File: src/rtl/gpio_rmw_pkg.sv
package gpio_rmw_pkg;

    localparam int PORT_W     = 8;
    localparam int IDX_W      = $clog2(PORT_W);
    localparam int SYNC_DEPTH = 2;
    localparam int ADDR_LATCH = 0;
    localparam int ADDR_DIR   = 1;

    typedef logic [PORT_W-1:0] port_t;
    typedef logic [IDX_W-1:0]  bidx_t;

    typedef enum logic [1:0] {
        SEQ_IDLE  = 2'd0,
        SEQ_READ  = 2'd1,
        SEQ_WRITE = 2'd2
    } seq_state_e;

    // Value the port presents to a reader: latch for outputs, pin for inputs.
    function automatic port_t port_view(port_t dir, port_t latch, port_t pins);
        return (dir & latch) | (~dir & pins);
    endfunction

    function automatic port_t with_bit(port_t v, bidx_t i);
        port_t r;
        r    = v;
        r[i] = 1'b1;
        return r;
    endfunction

endpackage

File: src/rtl/gpio_pin_sync.sv
module gpio_pin_sync #(
    parameter int W      = 8,
    parameter int STAGES = 2
) (
    input  logic         clk,
    input  logic         rst,
    input  logic [W-1:0] d,
    output logic [W-1:0] q
);
    logic [W-1:0] chain [STAGES];

    for (genvar s = 0; s < STAGES; s++) begin : g_stage
        if (s == 0) begin : g_first
            always_ff @(posedge clk) chain[0] <= d;
        end else begin : g_next
            always_ff @(posedge clk) chain[s] <= chain[s-1];
        end
    end

    assign q = chain[STAGES-1];

    if (STAGES == 2) begin : g_chk
        assert_sync_lag_R3: assert property (@(posedge clk) disable iff (rst)
            q == $past(d, 2));
    end
endmodule

File: src/rtl/gpio_setbit_seq.sv
module gpio_setbit_seq
    import gpio_rmw_pkg::*;
(
    input  logic  clk,
    input  logic  rst,
    input  logic  req,
    input  bidx_t idx,
    input  port_t view,
    output logic  busy,
    output logic  wr_phase,
    output port_t wr_value
);
    seq_state_e state_q;
    bidx_t      idx_q;
    port_t      snap_q;

    always_ff @(posedge clk) begin
        if (rst) begin
            state_q <= SEQ_IDLE;
            idx_q   <= '0;
            snap_q  <= '0;
        end else begin
            unique case (state_q)
                SEQ_IDLE: if (req) begin
                    state_q <= SEQ_READ;
                    idx_q   <= idx;
                end
                SEQ_READ: begin
                    snap_q  <= view;
                    state_q <= SEQ_WRITE;
                end
                SEQ_WRITE: state_q <= SEQ_IDLE;
                default:   state_q <= SEQ_IDLE;
            endcase
        end
    end

    assign busy     = (state_q != SEQ_IDLE);
    assign wr_phase = (state_q == SEQ_WRITE);
    assign wr_value = with_bit(snap_q, idx_q);

    assert_start_R6: assert property (@(posedge clk) disable iff (rst)
        (state_q == SEQ_IDLE && req) |=> state_q == SEQ_READ);
    assert_read_then_write_R6: assert property (@(posedge clk) disable iff (rst)
        state_q == SEQ_READ |=> state_q == SEQ_WRITE);
    assert_write_then_idle_R6: assert property (@(posedge clk) disable iff (rst)
        state_q == SEQ_WRITE |=> state_q == SEQ_IDLE);
    assert_idx_held_R8: assert property (@(posedge clk) disable iff (rst)
        busy |=> $stable(idx_q));
endmodule

File: src/rtl/gpio_rmw_port.sv
module gpio_rmw_port
    import gpio_rmw_pkg::*;
#(
    parameter int ADDR_W = 2
) (
    input  logic              clk,
    input  logic              rst,
    input  logic [ADDR_W-1:0] bus_addr,
    input  logic [PORT_W-1:0] bus_wdata,
    input  logic              bus_wr,
    input  logic              bus_rd,
    output logic [PORT_W-1:0] bus_rdata,
    input  logic              set_req,
    input  logic [IDX_W-1:0]  set_idx,
    output logic              set_busy,
    input  logic [PORT_W-1:0] pin_in,
    output logic [PORT_W-1:0] pin_out,
    output logic [PORT_W-1:0] pin_oe
);
    port_t dir_q, lat_q, pin_s, view, seq_val;
    logic  seq_wr;
    logic  hit_latch, hit_dir;

    assign hit_latch = (bus_addr == ADDR_W'(ADDR_LATCH));
    assign hit_dir   = (bus_addr == ADDR_W'(ADDR_DIR));

    gpio_pin_sync #(.W(PORT_W), .STAGES(SYNC_DEPTH)) u_sync (
        .clk(clk), .rst(rst), .d(pin_in), .q(pin_s)
    );

    assign view = port_view(dir_q, lat_q, pin_s);

    gpio_setbit_seq u_seq (
        .clk(clk), .rst(rst), .req(set_req), .idx(set_idx), .view(view),
        .busy(set_busy), .wr_phase(seq_wr), .wr_value(seq_val)
    );

    always_ff @(posedge clk) begin
        if (rst) begin
            dir_q <= '0;
            lat_q <= '0;
        end else begin
            if (bus_wr && hit_dir) dir_q <= bus_wdata;
            if (seq_wr)                    lat_q <= seq_val;
            else if (bus_wr && hit_latch)  lat_q <= bus_wdata;
        end
    end

    always_ff @(posedge clk) begin
        if (rst)          bus_rdata <= '0;
        else if (bus_rd) begin
            if (hit_latch)    bus_rdata <= view;
            else if (hit_dir) bus_rdata <= dir_q;
            else              bus_rdata <= '0;
        end
    end

    assign pin_oe  = dir_q;
    assign pin_out = lat_q & dir_q;

    assert_reset_R1: assert property (@(posedge clk)
        rst |=> (pin_oe == '0 && pin_out == '0 && !set_busy));
    assert_no_drive_on_input_R9: assert property (@(posedge clk) disable iff (rst)
        (pin_out & ~pin_oe) == '0);
    assert_dir_readback_R4: assert property (@(posedge clk) disable iff (rst)
        (bus_rd && hit_dir) |=> bus_rdata == $past(pin_oe));
    assert_latch_commit_R10: assert property (@(posedge clk) disable iff (rst)
        seq_wr |=> (pin_out == ($past(seq_val) & pin_oe)));
endmodule

File: config.mk
export PLATFORM = sky130hd
export DESIGN_NAME = gpio_rmw_port
export DESIGN_NICKNAME = d
export VERILOG_FILES = /design/src/rtl/gpio_rmw_pkg.sv /design/src/rtl/gpio_pin_sync.sv /design/src/rtl/gpio_setbit_seq.sv /design/src/rtl/gpio_rmw_port.sv
export SDC_FILE = /design/constraint.sdc
export NUM_CORES = 1
export LEC_CHECK = 0
export ABC_AREA = 1
export BUFFER_PORTS_ARGS = -buffer_cell sky130_fd_sc_hd__buf_2
export CORE_MARGIN = 1.5
export CORE_UTILIZATION = 30
export DETAILED_ROUTE_END_ITERATION = 7
export PLACE_DENSITY_LB_ADDON = 0.2
export SLEW_MARGIN = 20
export SYNTH_ARGS = -nofsm -noshare
export SYNTH_HDL_FRONTEND = slang
export SYNTH_SLANG_ARGS = --single-unit
File: constraint.sdc
create_clock -name clk -period 0.9 [get_ports clk]
set_input_delay 0.135 -clock clk [delete_from_list [all_inputs] [get_ports clk]]
set_output_delay 0.135 -clock clk [all_outputs]
set_load 0.01 [all_outputs]
==> results.tsv <==
metric	value	unit
crit_family	flip-flops	
vias	1997	
num_antenna_cells	0	
r2r_cells	4	
path_max_fanout	3	
r2r-end	u_seq.snap_q[5]	
final.setup_skew	0.01031	ns
grtUsageTotal	14.24	%
final-seq-area	1096	sq um
avgSynthCellArea	7.441	sq um
synth_largest_area_cell	dfxtp_1	
syn_inst	283	
syn_nets	309	
r2r_slack	-0.08	ns
drcViolationCount	0	
fillers	700	
cts_max_path_buffers	2	
status	finished with violations	
syn_to_final_growth	47.53	%
wl	5.452	mm
synth_seq_cells	53	
die-height	86.78	um
cts_made_buffers	5	
leakage	1.474	nW
syn_area	2106	sq um
via_per_inst	4.389	
hold_violations	0	
worstHoldStart	rst	
ant_nets	0	
fp.dieW	86.78	um
rsz0062_at_grt	true	
synth_top_area_share	50.39	%
holdCritPathClass	in2reg	
pwr_density_cell	1598	nW/um^2
place_inst	432	
clkLatencyLatePin	0.30	ns
tritoncts	yes	
stdcell_count	455	
htree_levels	2	
setup_slack	-0.1323	ns
rows	30	
cts-root-buf	clkbuf_8	
startpoint	pin_oe[0]	
grt_max_degree	20	
worst-slew-pin-transition	0.3848	ns
max_stage_delay	0.37	ns
worstPathRequired	0.76	ns
die_area	7531	sq um
nNetsFinal	385	
synth_seq_area_share	50.39	%
fmax	968.7	MHz
worst_setup_path_start_kind	flop	
drv_cap	0	
criticalPathCategory	reg2out	
violations	negative setup slack	
synth_warnings	0	
portBuffers	50	
crit_slowest_cell	dfxtp_2	
post-place-ws	-0.1496	ns
drv_slew	0	
min_path_cells	2	
grt_overflow	0	
yosysUniqueCellTypes	18	
layout_commonest_cell	nand2_1	
multi_input_area	949.7	sq um
dr.pass1.iters	5	
min_to	u_seq.state_q[1]	
final_cell_mix	nand2_1, inv_1, buf_2	
utilization	45.73	%
initialDrtViolationCount	63	
io_pins	51	
r2r_start	u_seq.state_q[1]	
start_util	30.99	%
setup_viol	35	
grt_pass1_wl	8.355	mm
grt_pass1_vias	1837	
vdd_drop_max	0.8952	mV
wire_per_inst	11.98	um
relSlewSlack	74.29	%
cp.buffers_inverters	2	
synthTopCellsByArea	dfxtp_1, nand2_1, o21ai_0	
fin_crit_sh	114.7	%
place.gp.congestion	0.7480	
min_period	1.032	ns
cp.arrival	0.90	ns
cp_cell_sequence	nand2_2, inv_2, buf_6	
core	6794	sq um
cts_sinks	53	
clk_pin_slew	0.09	ns
fin_tns_setup	-2.475	ns
dp_hpwl	3.641	mm
layout-drive-gt1-share	43.18	%
antenna_found_initial	0	
cp-end-kind	output port	
p_total	4.964	mW
-- flip-flops by register name, summed over array words and instances, names as in the netlist --
register and count:
u_seq.snap_q 8, lat_q 8, u_sync.chain 16, pin_oe 8, bus_rdata 8, u_seq.state_q 2
u_seq.idx_q 3
-- layout make-up --
type	instances	area share (%)
clock buffer	5	2.215
clock inverter	2	1.128
inverter	47	6.001
multi-input combinational	175	30.57
sequential	53	35.28
tap	96	3.866
timing repair buffer	76	20.66
timing repair inverter	1	0.2819
-- per-layer routing --
layer / track usage [%] / routed length (um) / part of all wire [%]
met5: 0 / 0 / 0
met1: 19.36 / 2592 / 48
met3: 3.238 / 195 / 3.6
met2: 22.62 / 2594 / 48
met4: 3.959 / 70 / 1.3
-- metrics by stage --
step | instance area [sq um] | hold slack, ns
CTS | 2913 | 0.00009637
floorplan | 2108 | 0.1627
global placement | 2535 | 0.2376
detailed placement | 2535 | 0.2386
finish | 3107 | 0.01236
global route | 3107 | 0.007726
-- where the power goes --
part / internal [mW] / total, mW / switching [mW] / leakage, nW
Sequential: 2.51 / 2.61 / 0.0987 / 0.450
Combinational: 0.381 / 0.804 / 0.423 / 0.970
Clock: 0.809 / 1.55 / 0.745 / 0.0540
Total: 3.70 / 4.96 / 1.27 / 1.47
-- repair_timing --
action,in CTS,in global routing
pin swaps,17,15
gates cloned,1,0
hold buffers,8,0
setup buffers,0,7
resized for setup,73,49
endpoints found under the hold margin,8,0
endpoints found under the setup margin,44,53
-- synthesized netlist by cell type --
library cell,number
o21bai_1,2
clkbuf_1,2
nand2_1,65
clkbuf_2,1
a21oi_1,27
o21ai_0,35
nand3_2,1
nor2_4,2
nor2_1,18
dfxtp_1,53
nand2_2,2
buf_6,1
clkinv_1,1
buf_4,3
buf_2,1
inv_1,46
nand3b_1,8
nand3_1,15
-- how the worst max path moves through the flow --
stage          depth (start not counted)  slack [ns]    endpoint
5_1_grt                                3       -0.17  pin_out[1]
6_report                               3       -0.13  pin_out[0]
2_1_floorplan                          6        0.01    lat_q[0]
3_5_place_dp                           5       -0.15   pin_oe[6]
3_3_place_gp                           5       -0.15   pin_oe[6]
4_1_cts                                3       -0.13    set_busy
-- logic make-up after synthesis --
group	count (synthesis)	synth area share, %
flops	53	50.39
compound gates	64	15.45
buf+inv	55	10.81
simple gates	111	23.35
Power figures use the tool's default switching activity.
